## src/rtl/irq_status_pkg.sv

```systemverilog
package irq_status_pkg;
  localparam int unsigned DATA_W = 32;

  // completion group: rsp, busy, rd-ready, wr-ready, rd-done, xfer-done, stop-rsp, stop-busy, stop-data
  localparam logic [DATA_W-1:0] CMPL_BITS =
    (32'd1 << 16) | (32'd1 << 17) | (32'd1 << 20) | (32'd1 << 21) | (32'd1 << 22) |
    (32'd1 << 23) | (32'd1 << 24) | (32'd1 << 25) | (32'd1 << 26);

  // error group: timeouts 0..5, response/data faults 8..11, violations 14..15
  localparam logic [DATA_W-1:0] ERR_BITS =
    (32'h3F) | (32'hF << 8) | (32'h3 << 14);

  localparam logic [DATA_W-1:0] VALID_BITS = CMPL_BITS | ERR_BITS;

  typedef enum logic {SEL_STATUS = 1'b0, SEL_MASK = 1'b1} reg_sel_e;
endpackage

```

## src/rtl/evt_status_bank.sv

```systemverilog
module evt_status_bank #(
  parameter int unsigned W = 32,
  parameter logic [W-1:0] VALID = '1
) (
  input  logic         clk_i,
  input  logic         rst_ni,
  input  logic         soft_clr_i,
  input  logic [W-1:0] evt_i,
  input  logic         clr_we_i,
  input  logic [W-1:0] clr_word_i,
  output logic [W-1:0] status_o
);
  for (genvar k = 0; k < W; k++) begin : g_bit
    if (VALID[k]) begin : g_impl
      logic q;
      always_ff @(posedge clk_i or negedge rst_ni) begin
        if (!rst_ni)         q <= 1'b0;
        else if (soft_clr_i) q <= 1'b0;
        else if (evt_i[k])   q <= 1'b1;  // set beats clear
        else if (clr_we_i && !clr_word_i[k]) q <= 1'b0;
      end
      assign status_o[k] = q;


      set_wins_chk: assert property (@(posedge clk_i) disable iff (!rst_ni)
        (evt_i[k] && !soft_clr_i) |=> status_o[k]);

      zero_clears_chk: assert property (@(posedge clk_i) disable iff (!rst_ni)
        (clr_we_i && !clr_word_i[k] && !evt_i[k]) |=> !status_o[k]);

      sticky_hold_chk: assert property (@(posedge clk_i) disable iff (!rst_ni)
        (!soft_clr_i && !evt_i[k] && !(clr_we_i && !clr_word_i[k])) |=> $stable(status_o[k]));
    end else begin : g_none
      assign status_o[k] = 1'b0;
    end
  end

  logic unused_bits;
  assign unused_bits = ^((evt_i | clr_word_i) & ~VALID);


  soft_clear_chk: assert property (@(posedge clk_i) disable iff (!rst_ni)
    soft_clr_i |=> (status_o == '0));
endmodule

```

## src/rtl/mask_reg.sv

```systemverilog
module mask_reg #(
  parameter int unsigned W = 32,
  parameter logic [W-1:0] VALID = '1
) (
  input  logic         clk_i,
  input  logic         rst_ni,
  input  logic         soft_clr_i,
  input  logic         we_i,
  input  logic [W-1:0] wdata_i,
  output logic [W-1:0] mask_o
);
  logic [W-1:0] q;
  always_ff @(posedge clk_i or negedge rst_ni) begin
    if (!rst_ni)         q <= '0;
    else if (soft_clr_i) q <= '0;
    else if (we_i)       q <= wdata_i & VALID;
  end
  assign mask_o = q;


  mask_unimpl_chk: assert property (@(posedge clk_i) disable iff (!rst_ni)
    (we_i && !soft_clr_i) |=> ((mask_o & ~VALID) == '0));

  mask_hold_chk: assert property (@(posedge clk_i) disable iff (!rst_ni)
    (!we_i && !soft_clr_i) |=> $stable(mask_o));
endmodule

```

## src/rtl/irq_reduce.sv

```systemverilog
module irq_reduce #(
  parameter int unsigned W = 32,
  parameter logic [W-1:0] ERR = '0
) (
  input  logic         clk_i,
  input  logic         rst_ni,
  input  logic         soft_clr_i,
  input  logic [W-1:0] status_i,
  input  logic [W-1:0] mask_i,
  output logic         irq_o,
  output logic         err_o
);
  logic [W-1:0] live;
  assign live = status_i & mask_i;

  always_ff @(posedge clk_i or negedge rst_ni) begin
    if (!rst_ni) begin
      irq_o <= 1'b0;
      err_o <= 1'b0;
    end else if (soft_clr_i) begin
      irq_o <= 1'b0;
      err_o <= 1'b0;
    end else begin
      irq_o <= |live;
      err_o <= |(live & ERR);
    end
  end


  err_implies_irq_chk: assert property (@(posedge clk_i) disable iff (!rst_ni)
    err_o |-> irq_o);

  irq_follows_chk: assert property (@(posedge clk_i) disable iff (!rst_ni)
    !soft_clr_i |=> (irq_o == $past(|(status_i & mask_i))));
endmodule

```

## src/rtl/irq_status_unit.sv

```systemverilog
module irq_status_unit
  import irq_status_pkg::*;
(
  input  logic              clk_i,
  input  logic              rst_ni,
  input  logic              soft_rst_i,
  input  logic [DATA_W-1:0] evt_i,
  input  logic              wr_en_i,
  input  logic              wr_sel_i,
  input  logic [DATA_W-1:0] wr_data_i,
  input  logic              rd_sel_i,
  output logic [DATA_W-1:0] rd_data_o,
  output logic              irq_o,
  output logic              err_o
);
  logic [DATA_W-1:0] status, mask;
  logic st_we, mk_we;

  assign st_we = wr_en_i && (reg_sel_e'(wr_sel_i) == SEL_STATUS);
  assign mk_we = wr_en_i && (reg_sel_e'(wr_sel_i) == SEL_MASK);

  evt_status_bank #(.W(DATA_W), .VALID(VALID_BITS)) i_status (
    .clk_i, .rst_ni, .soft_clr_i(soft_rst_i), .evt_i,
    .clr_we_i(st_we), .clr_word_i(wr_data_i), .status_o(status));

  mask_reg #(.W(DATA_W), .VALID(VALID_BITS)) i_mask (
    .clk_i, .rst_ni, .soft_clr_i(soft_rst_i), .we_i(mk_we),
    .wdata_i(wr_data_i), .mask_o(mask));

  irq_reduce #(.W(DATA_W), .ERR(ERR_BITS)) i_reduce (
    .clk_i, .rst_ni, .soft_clr_i(soft_rst_i), .status_i(status),
    .mask_i(mask), .irq_o, .err_o);

  assign rd_data_o = (reg_sel_e'(rd_sel_i) == SEL_MASK) ? mask : status;


  status_unimpl_chk: assert property (@(posedge clk_i) disable iff (!rst_ni)
    1'b1 |=> ((status & ~VALID_BITS) == '0));

  reset_idle_chk: assert property (@(posedge clk_i) disable iff (!rst_ni)
    $rose(rst_ni) |-> (!irq_o && !err_o));
endmodule

```

## config.mk

```make
export PLATFORM = sky130hd
export DESIGN_NAME = irq_status_unit
export DESIGN_NICKNAME = d
export VERILOG_FILES = /design/src/rtl/irq_status_pkg.sv /design/src/rtl/evt_status_bank.sv /design/src/rtl/mask_reg.sv /design/src/rtl/irq_reduce.sv /design/src/rtl/irq_status_unit.sv
export SDC_FILE = /design/constraint.sdc
export NUM_CORES = 1
export LEC_CHECK = 0
export BUFFER_PORTS_ARGS = -buffer_cell sky130_fd_sc_hd__buf_2
export CELL_PAD_IN_SITES_DETAIL_PLACEMENT = 2
export CELL_PAD_IN_SITES_GLOBAL_PLACEMENT = 2
export CORE_MARGIN = 1
export CORE_UTILIZATION = 30
export DETAILED_ROUTE_END_ITERATION = 6
export PLACE_DENSITY = 0.88
export SYNTH_ARGS = -nofsm -noshare
export SYNTH_HDL_FRONTEND = slang
export SYNTH_HIERARCHICAL = 1
export SYNTH_SLANG_ARGS = --single-unit
```

## constraint.sdc

```tcl
create_clock -name clk_i -period 1.77 [get_ports clk_i]
set_input_delay 0.177 -clock clk_i [delete_from_list [all_inputs] [get_ports clk_i]]
set_output_delay 0.177 -clock clk_i [all_outputs]
set_load 0.005 [all_outputs]
```

==> results.ini <==
[outcome]
outcome = completed

[global_routing]
grt_start_max_net_pins = 45
track_usage_pct = 14.9
grt_pass1_wl_mm = 11.9
overflow = 0
grt_pass1_vias = 2304
antenna_found_initial = 0

[synthesis]
yosysMostFrequentCell = dfrtp_1
yosys.area.top_type_share_pct = 35.7
syn_inst = 267
synth-edff-count = 0
ys_seq_area_share_pct = 35.7
avgSynthCellArea_um2 = 11.5
yosys-top-cells-count = 44 x dfrtp_1, 43 x buf_4, 42 x nor2_1
synthArstFlopShare_pct = 100
synth_warnings = 6
yosys-top-cells-area = dfrtp_1 36%, mux2_4 15%, buf_4 10%, nor3b_2 8.5%, mux2i_1 6.8%
synth_ff_type = dfrtp_1
ys_seq_elements = 44
synth_cell_types = 28
netlist_area_um2 = 3080
yosysTopAreaCell = dfrtp_1

[clocking]
cts_tree = built
cts-htree-levels = 2
cts_inserted_buffers = 5
cts-root-buf = clkbuf_8
worstSkewPairLatency_ns = 0.30
clockBufferDepth = 2
postCtsSetupRepairBufs = 0
ctsResizeCount = 0
hold_buffers = 1
clkSinkCount = 44
clk_pin_slew_worst_paths_ns = 0.09

[min_path]
hp-class = input pin to flip-flop
hp-start = wr_data_i[8]

[setup_path]
cp_data_required_time_ns = 1.94
critPathKind = flip-flop to flip-flop
crit_arrival_ns = 1.57
r2r_start = i_status/g_bit[16].g_impl.q
startpoint_type = flip-flop
critPathLaunch = i_status/g_bit[16].g_impl.q
end_kind = flip-flop
cp_max_fo = 3

[route]
totalWireLength_mm = 7.40
drt_drc_violations_left = 0
final_antenna_net_count = 0
drt_iter0_markers = 33
via_count = 2085
via_per_inst = 4.64
wl_per_cell_um = 16.5
firstDrtPassIters = 3

[placement]
gp_congestion = 0.694
placed_cells_incl_taps = 440
portBuffers = 70
dp_hpwl_mm = 5.74
dpl_worst_slack_ns = 0.303

[sta]
setup_viol_count_final = 0
relSlewSlack_pct = 61.6
worst_pin_slew_ns = 0.575
fin_crit_ns = 1.40
setup_tns_ns = 0
drv_slew = 0
clock.fmax_mhz = 715
rsz0062_at_grt = false
period_share_pct = 79.1
fin_ws_ns = 0.371
skew_ns = 0.00827
hold_violations = 0

[cells_and_area]
utilization_pct = 34.2
diodes = 0
drive_gt1_share_pct = 50.0
fin_cells = 449
final_nets = 385
area_delta_synth_final_pct = 9.42

[run]
max_cap_viol_count = 0

[power_and_ir_drop]
cellPowerDensity_nw_per_um2 = 665
leakagePower_nw = 1.61
vdd_drop_max_uv = 265
total_power_mw = 2.24

[die]
io_pins = 104
die_y_um = 103
core_area_um2 = 9860
dieArea_um2 = 10700
initial_core_util_pct = 31.2
std_cell_rows = 36
die_w_um = 103

## registers in the layout, indices dropped and copies added (netlist names)
name / cells
i_reduce/irq_o: 1
i_mask/mask_o: 21
i_reduce/err_o: 1
i_status/g_bit.g_impl.q: 21
## metrics by stage
stage	hold WS, ns	cell area (µm²)
3_3_place_gp	0.208	3270
4_1_cts	0.143	3370
2_1_floorplan	-0.119	3160
3_5_place_dp	0.219	3270
5_1_grt	0.146	3370
6_report	0.157	3370
## logic make-up (layout without fill, tap and decap cells)
kind of cell | after synthesis | in the layout | share of synthesized area [%]
flops | 44 | 44 | 35.7
mux | 53 | 53 | 22.2
compound gates | 17 | 17 | 4.51
other cells | 2 | 22 | 0.244
simple gates | 95 | 95 | 22.1
buf+inv | 56 | 85 | 15.2
## path summary, 6_finish.rpt
path / to / slack [ns] / depth (start not counted)
worst max-delay path: i_reduce/irq_o / 0.37 / 4
worst max register to register: i_reduce/irq_o / 0.37 / 4
max in group asynchronous: i_status/g_bit[1].g_impl.q / 0.84 / 3
min in group asynchronous: i_mask/mask_o[16] / 0.40 / 2
worst min register to register: i_status/g_bit[0].g_impl.q / 0.56 / 2
worst min-delay path: i_mask/mask_o[8] / 0.16 / 3
## layout make-up
type	count	area, µm²
Multi-Input combinational cell	187	1590
Timing Repair Buffer	77	430
Fill cell	1074	6490
Clock inverter	3	18.8
Clock buffer	5	68.8
Sequential cell	44	1100
Tap cell	133	166
## report_power, final
part / internal (mW) / switching, mW
combinational: 0.252 / 0.244
clock: 0.276 / 0.352
sequential: 1.07 / 0.0522
## critical path, cell delays in order, from the launching register on
cell	delay [ns]
dfrtp_1	0.41
a22o_1	0.24
a221oi_1	0.33
and3_1	0.22
a31oi_1	0.08
## routing by layer
layer / global-route usage, % / wire (µm)
met1: 17.1 / 3080
met2: 28.5 / 4020
met3: 2.76 / 260
met4: 2.93 / 38
met5: 0 / 0
## placed cells by master (no fill, tap or decap)
cell and count:
buf_2 70, dfrtp_1 44, nor2_1 42, mux2_4 30, conb_1 22, mux2i_1 21, nor3b_2 21, nor3_2 20
a22oi_1 11, clkbuf_8 5, nand2_1 5, buf_4 4, mux2_2 2, clkinv_2 2, a22o_1 2, and3_1 2
buf_12 2, nor2b_1 1, and2_1 1, clkinv_4 1, dlygate4sd3_1 1, a221oi_2 1, a41oi_1 1, a221oi_1 1
nand3_1 1, nor4_1 1, a31oi_1 1, nor3_1 1
Power figures use the tool's default switching activity.
